`src/rtl/i2crd_pkg.sv`:
```
package i2crd_pkg;
  typedef enum logic [1:0] {CMD_START, CMD_STOP, CMD_WR, CMD_RD} bus_cmd_e;
  typedef enum logic [2:0] {
    S_IDLE, S_START, S_WR, S_WACK, S_RSTART, S_RD, S_MACK, S_STOP
  } seq_state_e;
endpackage

```
`src/rtl/i2crd_tick.sv`:
```
module i2crd_tick #(
  parameter int unsigned SLOW_DIV = 125,
  parameter int unsigned FAST_DIV = 31
) (
  input  logic clk_i,
  input  logic rst_ni,
  input  logic fast_i,
  output logic tick_o
);
  localparam int unsigned CW = $clog2(SLOW_DIV + 1);

  logic [CW-1:0] cnt_q;
  logic [CW-1:0] lim;

  assign lim    = fast_i ? CW'(FAST_DIV - 1) : CW'(SLOW_DIV - 1);
  assign tick_o = (cnt_q >= lim);

  always_ff @(posedge clk_i or negedge rst_ni) begin
    if (!rst_ni)     cnt_q <= '0;
    else if (tick_o) cnt_q <= '0;
    else             cnt_q <= cnt_q + 1'b1;
  end
endmodule

```
`src/rtl/i2crd_phy.sv`:
```
// One bus command per four quarter ticks: q0/q1 SCL low, q2/q3 SCL high.
module i2crd_phy
  import i2crd_pkg::*;
(
  input  logic     clk_i,
  input  logic     rst_ni,
  input  logic     tick_i,
  input  logic     cmd_valid_i,
  input  bus_cmd_e cmd_i,
  input  logic     bit_i,
  input  logic     sda_i,
  output logic     idle_o,
  output logic     done_o,
  output logic     rx_o,
  output logic     scl_oe_o,
  output logic     sda_oe_o
);
  logic     busy_q, bit_q, lvl_q, rx_q;
  bus_cmd_e cmd_q;
  logic [1:0] q_q;
  logic scl_hi, sda_hi;

  // Between commands SCL stays high and SDA holds its last level.
  always_comb begin
    scl_hi = 1'b1;
    sda_hi = lvl_q;
    if (busy_q) begin
      scl_hi = q_q[1];
      if (q_q != 2'd0) begin
        unique case (cmd_q)
          CMD_START: sda_hi = (q_q != 2'd3);
          CMD_STOP:  sda_hi = (q_q == 2'd3);
          CMD_WR:    sda_hi = bit_q;
          default:   sda_hi = 1'b1;
        endcase
      end
    end
  end

  always_ff @(posedge clk_i or negedge rst_ni) begin
    if (!rst_ni) begin
      busy_q <= 1'b0;
      cmd_q  <= CMD_STOP;
      q_q    <= 2'd0;
      bit_q  <= 1'b1;
      lvl_q  <= 1'b1;
      rx_q   <= 1'b1;
    end else if (!busy_q) begin
      if (cmd_valid_i) begin
        busy_q <= 1'b1;
        cmd_q  <= cmd_i;
        bit_q  <= bit_i;
        q_q    <= 2'd0;
      end
    end else if (tick_i) begin
      if (q_q == 2'd2) rx_q <= sda_i;
      if (q_q == 2'd3) begin
        busy_q <= 1'b0;
        lvl_q  <= sda_hi;
      end
      q_q <= q_q + 2'd1;
    end
  end

  assign idle_o   = ~busy_q;
  assign done_o   = busy_q & tick_i & (q_q == 2'd3);
  assign rx_o     = rx_q;
  assign scl_oe_o = ~scl_hi;
  assign sda_oe_o = ~sda_hi;
endmodule

```
`src/rtl/eeprom_rd_master.sv`:
```
module eeprom_rd_master
  import i2crd_pkg::*;
#(
  parameter int unsigned CLK_HZ = 50_000_000,
  parameter int unsigned CNT_W  = 8
) (
  input  logic             clk_i,
  input  logic             rst_ni,
  input  logic             start_i,
  input  logic [6:0]       dev_addr_i,
  input  logic [15:0]      word_addr_i,
  input  logic [CNT_W-1:0] len_i,
  input  logic             fast_i,
  input  logic             sda_i,
  output logic             scl_oe_o,
  output logic             sda_oe_o,
  output logic [7:0]       data_o,
  output logic             byte_valid_o,
  output logic             done_o,
  output logic             err_o
);
  // FAST_DIV must be at least 2 to keep the SCL period exact.
  localparam int unsigned SLOW_DIV = CLK_HZ / 400_000;
  localparam int unsigned FAST_DIV = CLK_HZ / 1_600_000;

  seq_state_e       state_q;
  logic [7:0]       shreg_q;
  logic [2:0]       bitcnt_q;
  logic [1:0]       sel_q;
  logic [CNT_W-1:0] left_q;
  logic [6:0]       dev_q;
  logic [15:0]      addr_q;
  logic             fast_q, err_q, done_q, bvalid_q;
  logic [7:0]       data_q;

  logic     tick, phy_idle, phy_done, phy_rx, cmd_valid, cmd_bit;
  bus_cmd_e cmd;

  i2crd_tick #(.SLOW_DIV(SLOW_DIV), .FAST_DIV(FAST_DIV)) u_tick (
    .clk_i, .rst_ni, .fast_i(fast_q), .tick_o(tick)
  );

  i2crd_phy u_phy (
    .clk_i, .rst_ni, .tick_i(tick), .cmd_valid_i(cmd_valid), .cmd_i(cmd),
    .bit_i(cmd_bit), .sda_i, .idle_o(phy_idle), .done_o(phy_done),
    .rx_o(phy_rx), .scl_oe_o, .sda_oe_o
  );

  always_comb begin
    cmd       = CMD_RD;
    cmd_bit   = 1'b1;
    cmd_valid = phy_idle && (state_q != S_IDLE);
    unique case (state_q)
      S_START, S_RSTART: cmd = CMD_START;
      S_WR: begin
        cmd     = CMD_WR;
        cmd_bit = shreg_q[7];
      end
      S_MACK: begin
        cmd     = CMD_WR;
        cmd_bit = (left_q == CNT_W'(1));  // NACK the last byte
      end
      S_STOP:  cmd = CMD_STOP;
      default: cmd = CMD_RD;
    endcase
  end

  always_ff @(posedge clk_i or negedge rst_ni) begin
    if (!rst_ni) begin
      state_q  <= S_IDLE;
      shreg_q  <= '0;
      bitcnt_q <= '0;
      sel_q    <= '0;
      left_q   <= '0;
      dev_q    <= '0;
      addr_q   <= '0;
      fast_q   <= 1'b0;
      err_q    <= 1'b0;
      done_q   <= 1'b0;
      bvalid_q <= 1'b0;
      data_q   <= '0;
    end else begin
      done_q   <= 1'b0;
      bvalid_q <= 1'b0;
      if (state_q == S_IDLE) begin
        if (start_i) begin
          dev_q    <= dev_addr_i;
          addr_q   <= word_addr_i;
          fast_q   <= fast_i;
          left_q   <= (len_i == '0) ? CNT_W'(1) : len_i;
          err_q    <= 1'b0;
          bitcnt_q <= '0;
          state_q  <= S_START;
        end
      end else if (phy_done) begin
        unique case (state_q)
          S_START: begin
            shreg_q <= {dev_q, 1'b0};
            sel_q   <= 2'd0;
            state_q <= S_WR;
          end
          S_RSTART: begin
            shreg_q <= {dev_q, 1'b1};
            sel_q   <= 2'd3;
            state_q <= S_WR;
          end
          S_WR: begin
            shreg_q  <= {shreg_q[6:0], 1'b0};
            bitcnt_q <= bitcnt_q + 3'd1;
            if (bitcnt_q == 3'd7) state_q <= S_WACK;
          end
          S_WACK: begin
            if (phy_rx) begin
              err_q   <= 1'b1;
              state_q <= S_STOP;
            end else begin
              unique case (sel_q)
                2'd0: begin shreg_q <= addr_q[15:8]; sel_q <= 2'd1; state_q <= S_WR; end
                2'd1: begin shreg_q <= addr_q[7:0];  sel_q <= 2'd2; state_q <= S_WR; end
                2'd2: state_q <= S_RSTART;
                default: state_q <= S_RD;
              endcase
            end
          end
          S_RD: begin
            shreg_q  <= {shreg_q[6:0], phy_rx};
            bitcnt_q <= bitcnt_q + 3'd1;
            if (bitcnt_q == 3'd7) begin
              data_q   <= {shreg_q[6:0], phy_rx};
              bvalid_q <= 1'b1;
              state_q  <= S_MACK;
            end
          end
          S_MACK: begin
            if (left_q == CNT_W'(1)) state_q <= S_STOP;
            else begin
              left_q  <= left_q - 1'b1;
              state_q <= S_RD;
            end
          end
          default: begin
            done_q  <= 1'b1;
            state_q <= S_IDLE;
          end
        endcase
      end
    end
  end

  assign data_o       = data_q;
  assign byte_valid_o = bvalid_q;
  assign done_o       = done_q;
  assign err_o        = err_q;
endmodule

```
`config.mk`:
```
export PLATFORM = sky130hd
export DESIGN_NAME = eeprom_rd_master
export DESIGN_NICKNAME = d
export VERILOG_FILES = /design/src/rtl/i2crd_pkg.sv /design/src/rtl/i2crd_tick.sv /design/src/rtl/i2crd_phy.sv /design/src/rtl/eeprom_rd_master.sv
export SDC_FILE = /design/constraint.sdc
export NUM_CORES = 1
export LEC_CHECK = 0
export BUFFER_PORTS_ARGS = -buffer_cell sky130_fd_sc_hd__buf_4
export CORE_ASPECT_RATIO = 1.75
export CORE_MARGIN = 2
export CORE_UTILIZATION = 27
export CTS_CLUSTER_SIZE = 40
export DETAILED_ROUTE_END_ITERATION = 10
export MAX_ROUTING_LAYER = met4
export SYNTH_ARGS = -nofsm -noshare
export SYNTH_HDL_FRONTEND = slang
export SYNTH_SLANG_ARGS = --single-unit
```
`constraint.sdc`:
```
create_clock -name clk_i -period 1.95 [get_ports clk_i]
set_input_delay 0 -clock clk_i [delete_from_list [all_inputs] [get_ports clk_i]]
set_output_delay 0 -clock clk_i [all_outputs]
set_load 0.01 [all_outputs]
```
==> results of run 1 <==
-- where the power goes --
| group | internal, W | switching, W |
|---|---|---|
| Sequential | 0.00154 | 0.00000200 |
| Combinational | 0.0000855 | 0.0000540 |
| Clock | 0.00100 | 0.000667 |
| Total | 0.00262 | 0.000723 |
-- metal layers --
metal	GRT usage, %	up-vias
met1	13.6	1404
met3	2.26	17
met2	23.0	43
li1	-	1369
met5	-	-
met4	5.88	0
-- worst max-delay path, delay by kind of cell (launching register included) --
kind | cells | cell delay, ns
flops | 1 | 0.44
simple gates | 2 | 0.20
fa+ha+maj | 1 | 0.29
mux | 1 | 0.31
compound gates | 2 | 0.64
-- layout by cell type (no fill, tap or decap), drive strengths merged, types with 4 or more instances in the layout --
cell type / count
nand3: 13
o21ai: 14
xnor2: 5
a22oi: 14
and3: 4
clkbuf: 11
dlygate4sd3: 27
nand2: 21
dfstp: 4
ha: 11
a21oi: 16
nor3: 6
mux2: 47
buf: 77
inv: 12
xor2: 8
mux2i: 4
dfrtp: 70
nor2: 25
-- repair_timing --
| action | in CTS | in global routing |
|---|---|---|
| buffers inserted | 1 | 0 |
| pin swaps | 3 | 3 |
| setup endpoints to repair | 26 | 30 |
| gates resized for setup | 2 | 4 |
| endpoints found under the hold margin | 61 | 0 |
| hold buffers | 27 | 0 |
-- state kept, by name, summed over array words and instances, names as in the netlist --
| name | cells |
|---|---|
| u_phy.busy_q | 1 |
| u_phy.q_q | 2 |
| done_o | 1 |
| fast_q | 1 |
| u_phy.cmd_q | 2 |
| shreg_q | 8 |
| u_tick.cnt_q | 7 |
| u_phy.lvl_q | 1 |
| left_q | 8 |
| err_o | 1 |
| dev_q | 7 |
| data_o | 8 |
| byte_valid_o | 1 |
| state_q | 3 |
| addr_q | 16 |
| u_phy.bit_q | 1 |
| bitcnt_q | 3 |
| sel_q | 2 |
| u_phy.rx_o | 1 |
-- how the worst max path moves through the flow --
| stage | startpoint | endpoint | slack, ns | cells after the start |
|---|---|---|---|---|
| finish | fast_q | left_q[4] | -0.04 | 6 |
| global route | fast_q | left_q[2] | -0.12 | 6 |
| CTS | fast_q | left_q[7] | -0.08 | 6 |
| detailed placement | fast_q | left_q[2] | -0.11 | 6 |
| global placement | fast_q | left_q[2] | -0.06 | 6 |
| floorplan | fast_q | left_q[2] | -0.02 | 7 |
-- layout make-up --
class                           instances  area (um^2)  share of cell area (%)
Clock buffer                           11          233                    4.58
Clock inverter                          5         63.8                    1.26
Sequential cell                        74         1860                    36.6
Inverter                               12         45.0                   0.887
Timing Repair Buffer                  104          861                    17.0
Tap cell                              174          218                    4.29
Multi-Input combinational cell        226         1800                    35.4
-- cells by family after synthesis --
| group | Yosys count |
|---|---|
| AND/OR/NAND/NOR | 88 |
| multiplexers | 51 |
| flip-flops | 74 |
| adder cells (fa/ha/maj) | 11 |
| XOR/XNOR | 13 |
| AO/OA/AOI/OAI | 63 |
| buffers and inverters | 24 |
-- stage by stage --
step	power (W)	area (um^2)	setup TNS, ns	util [%]
after floorplan	0.00157	3760	-0.138	-
after global placement	0.00167	4490	-0.590	33.4
after detailed placement	0.00167	4490	-1.54	33.4
after CTS	0.00338	5070	-0.693	37.7
after global routing	0.00346	5080	-2.09	37.7
final	0.00335	5080	-0.233	37.7
==> reports/metrics.cfg, run 1 <==
[timing]
slew_violations = 0
timing.final.ws_setup_ns = -0.0437
hold_violations = 0
clock_skew_ns = 0.00777
worst_pin_slew_ns = 0.556
fmax_mhz = 502
fin_crit_ns = 1.99
slew_headroom_pct = 62.9
setup_viol = 6
rsz0062_at_grt = yes
fin_crit_sh_pct = 102
holdWs_ns = 0.0164

[synthesis]
syn_area_per_cell_um2 = 11.5
yosysMostFrequentCell = dfrtp_1
synth.top_cells.by_count = dfrtp_1 (70), mux2_2 (41), nor2_1 (25)
seq_area_frac_synth_pct = 49.7
synth_top_family_by_area = multiplexers
synth_edf_count = 0
synth_area_um2 = 3740
synth-simple-area-share_pct = 13.1
synth_fa_ha_area_share_pct = 3.68
synthDistinctLibCells = 54
synth_top_area_share_pct = 46.9
synthArstFlopShare_pct = 100
yosysWarnings = 0
synthMuxAreaShare_pct = 15.8
synth_nets = 371
synth_top_area_cell = dfrtp_1
synth_compound_area_share_pct = 11.6
synthTopCellsByArea = dfrtp_1 (47%), mux2_2 (12%), ha_1 (3.7%)
ys_ff_latch = 74
netlist_instances = 324
yosys_most_used_dff = dfrtp_1
synthXorXnorAreaFrac_pct = 3.05

[clocking]
cts_root_buf = clkbuf_16
cts_max_level = 3
cts_buffers = 9
clk_pin_slew_ns = 0.06
cts.sinks = 74
ctsLongestPathBuffers = 2
clk_latency_ns = 0.34
cts_tree = done

[flow_run]
max_cap_viol_count = 0

[global_routing]
grt_max_degree = 43
grt_pass1_wl_um = 14600
antenna_found_initial = 0
track_usage_pct = 12.9
grt_pass1_vias = 3099
grt-ovfl-total = 0

[setup_path]
timing.rr.end = left_q[4]
endpoint_kind = flip-flop
worstSetupStartpointType = flip-flop
cp.arrival_ns = 2.21
r2r.worst_path.cells = 6
cp.required_ns = 2.17
crit_fanout = 8
regToRegSetupSlack_ns = -0.04
worstSetupPathType = reg -> reg
slowest_delay_ns = 0.44
slowest_stage = dfrtp_2
crit_chain = ha_4 > nand2b_4 > a2111o_1 > nand2_4 > a22o_4 > mux2_4
timing.rr.start = fast_q

[outcome]
status = complete, but fails checks
violations = negative setup slack

[die]
rows = 56
io_pins = 49
initial_core_util_pct = 27.8
die-area_um2 = 14800
core_um2 = 13500
die_w_um = 93.0
die_y_um = 160

[cells_and_area]
antenna_cells = 0
area_growth_pct = 35.8
stdcell_count = 606
drive_above_1_share_pct = 37.7
nets = 474
fillers = 1354

[min_path]
hold-path-endpoint = left_q[1]
holdPathStages = 3
worstHoldStart = len_i[1]
hp-class = in -> reg

[placement]
post-place-cells = 562
port_buffers = 48
place_congestion = 0.791
pre_cts_slack_ns = -0.107
place.detailed.hpwl_um = 6510

[routing]
highest_layer = met4
ant_nets = 0
vias = 2833
wl_met2_um = 4810
avgRoutedWirePerCell_um = 14.6
drc = 0
wl_met1_um = 3520
firstDrtPassIters = 4
route.met3.wl_um = 230
viasPerCell = 4.67
first_iter_violations = 165
drt_wl_total_um = 8830

[pwr]
powerDensity_nw_per_um2 = 659
ir_worst_vdd_mv = 0.424
leakagePower_nw = 2.42

(Power assumes the default switching activity.)
==> run 2, diff against run 1 <==
--- a/config.mk
+++ b/config.mk
@@ -8,7 +8,7 @@
 export BUFFER_PORTS_ARGS = -buffer_cell sky130_fd_sc_hd__buf_4
 export CORE_ASPECT_RATIO = 1.75
 export CORE_MARGIN = 2
-export CORE_UTILIZATION = 27
+export CORE_UTILIZATION = 30
 export CTS_CLUSTER_SIZE = 40
 export DETAILED_ROUTE_END_ITERATION = 10
 export MAX_ROUTING_LAYER = met4
==> reports/metrics.cfg, run 2 (synthesized netlist as in run 1, its figures left out) <==
[outcome]
status = complete, but fails checks
violations = negative setup slack

[timing]
fin_crit_sh_pct = 104
clock_skew_ns = 0.0100
rsz0062_at_grt = yes
slew_violations = 0
setup_viol = 20
fmax_mhz = 491
timing.final.ws_setup_ns = -0.0856
fin_crit_ns = 2.04
holdWs_ns = 0.0271
worst_pin_slew_ns = 0.767
hold_violations = 0
tns_ns = -0.890
slew_headroom_pct = 48.9

[pwr]
powerDensity_nw_per_um2 = 658
ir_worst_vdd_mv = 0.394
leakagePower_nw = 2.46

[global_routing]
grt-ovfl-total = 0
grt_max_degree = 45
use_met1_pct = 16.2
antenna_found_initial = 0
track_usage_pct = 15.2
grt_pass1_wl_um = 15100
busiest_layer = met2
met3_usage_pct = 3.79
grt_pass1_vias = 3043
grt_use_met2_pct = 27.1

[cells_and_area]
drive_above_1_share_pct = 39.3
layout_common_cells = buf_4 (77), dfrtp_1 (69), mux2_2 (41)
largest_register_ff_count = 16
top_register = addr_q
final_common_cell = buf_4
fin_util_pct = 42.0
fillers = 1238
antenna_cells = 0
area_growth_pct = 38.3
nets = 479
post-route-cell-area_um2 = 5170
multi_input_area_um2 = 1840
seq_area_um2 = 1860

[setup_path]
cp.required_ns = 2.17
cp.arrival_ns = 2.25
worstSetupStartpointType = flip-flop
endpoint_kind = flip-flop
crit_fanout = 7
regToRegSetupSlack_ns = -0.09
worstSetupPathType = reg -> reg

[flow_run]
max_cap_viol_count = 0

[clocking]
cts_root_buf = clkbuf_16
cts.sinks = 74
cts_tree = done
cts_buffers = 9
clk_pin_slew_ns = 0.06
ctsLongestPathBuffers = 2
clk_latency_ns = 0.34
cts_max_level = 3

[routing]
ant_nets = 0
drt_wl_total_um = 9030
vias = 2903
viasPerCell = 4.81
avgRoutedWirePerCell_um = 15.0
drc = 0
first_iter_violations = 166
firstDrtPassIters = 4

[min_path]
hp-class = in -> reg

[die]
initial_core_util_pct = 30.4
die-area_um2 = 13400
rows = 54
io_pins = 49
die_y_um = 152
die_w_um = 88.4
core_um2 = 12300

[placement]
placed_area_um2 = 4530
port_buffers = 48
place.detailed.hpwl_um = 6610
place_congestion = 0.874

[run 2: cell types whose count changed in the layout (fill, tap and decap cells not counted), sizes merged]
cell	before	now
buf	77	80
nand3	13	14
bufinv	1	2
clkbuf	11	9
nand2	21	22
inv	12	11
[run 2: power by group]
group          switching [W]  total, W  internal, W
registers         0.00000193   0.00154      0.00154
logic              0.0000536  0.000139    0.0000857
clock network       0.000619   0.00172      0.00110
total               0.000674   0.00340      0.00273
[run 2: final cells by class]
type,count,area share (%)
multi-input cells,228,35.6
clock buffers,9,4.36
repair buffers,107,17.6
flip-flops and latches,74,35.9
inverters,12,0.871
clock inverters,5,1.57
well taps,168,4.07
[run 2: final timing paths]
kind,start,end,depth (start not counted)
worst max-delay path,fast_q,left_q[7],6
worst min-delay path,len_i[4],left_q[4],4
worst max register to register,fast_q,left_q[7],6
worst min register to register,bitcnt_q[0],bitcnt_q[0],1
max in group asynchronous,rst_ni,sel_q[1],3
min in group asynchronous,rst_ni,u_tick.cnt_q[2],2
[run 2: per-stage QoR]
stage                     setup slack [ns]  cells  total power (W)
after detailed placement           -0.0933    559          0.00167
after global placement             -0.0582    559          0.00167
after floorplan                    -0.0230    324          0.00157
after global routing                -0.119    603          0.00354
final                              -0.0856    603          0.00340
after CTS                          -0.0799    603          0.00345
[run 2: critical path, cell delays in order (launching register included)]
cell	delay, ns
dfrtp_2	0.45
ha_4	0.29
nand2b_4	0.05
a2111o_1	0.43
nand2_4	0.17
a22o_4	0.21
mux2_4	0.31
[run 2: layer usage]
| layer | part of all wire [%] | vias to the layer above |
|---|---|---|
| met2 | 57 | 45 |
| met4 | 1.6 | 0 |
| met5 | 0 | - |
| li1 | - | 1384 |
| met1 | 38 | 1461 |
| met3 | 3.4 | 13 |
[run 2: repair_timing]
action	CTS	global route
resized for setup	5	6
hold buffers	27	0
setup endpoints to repair	26	33
pin swaps	1	6
setup buffers	1	0
gates cloned	2	0
hold endpoints to repair	56	0
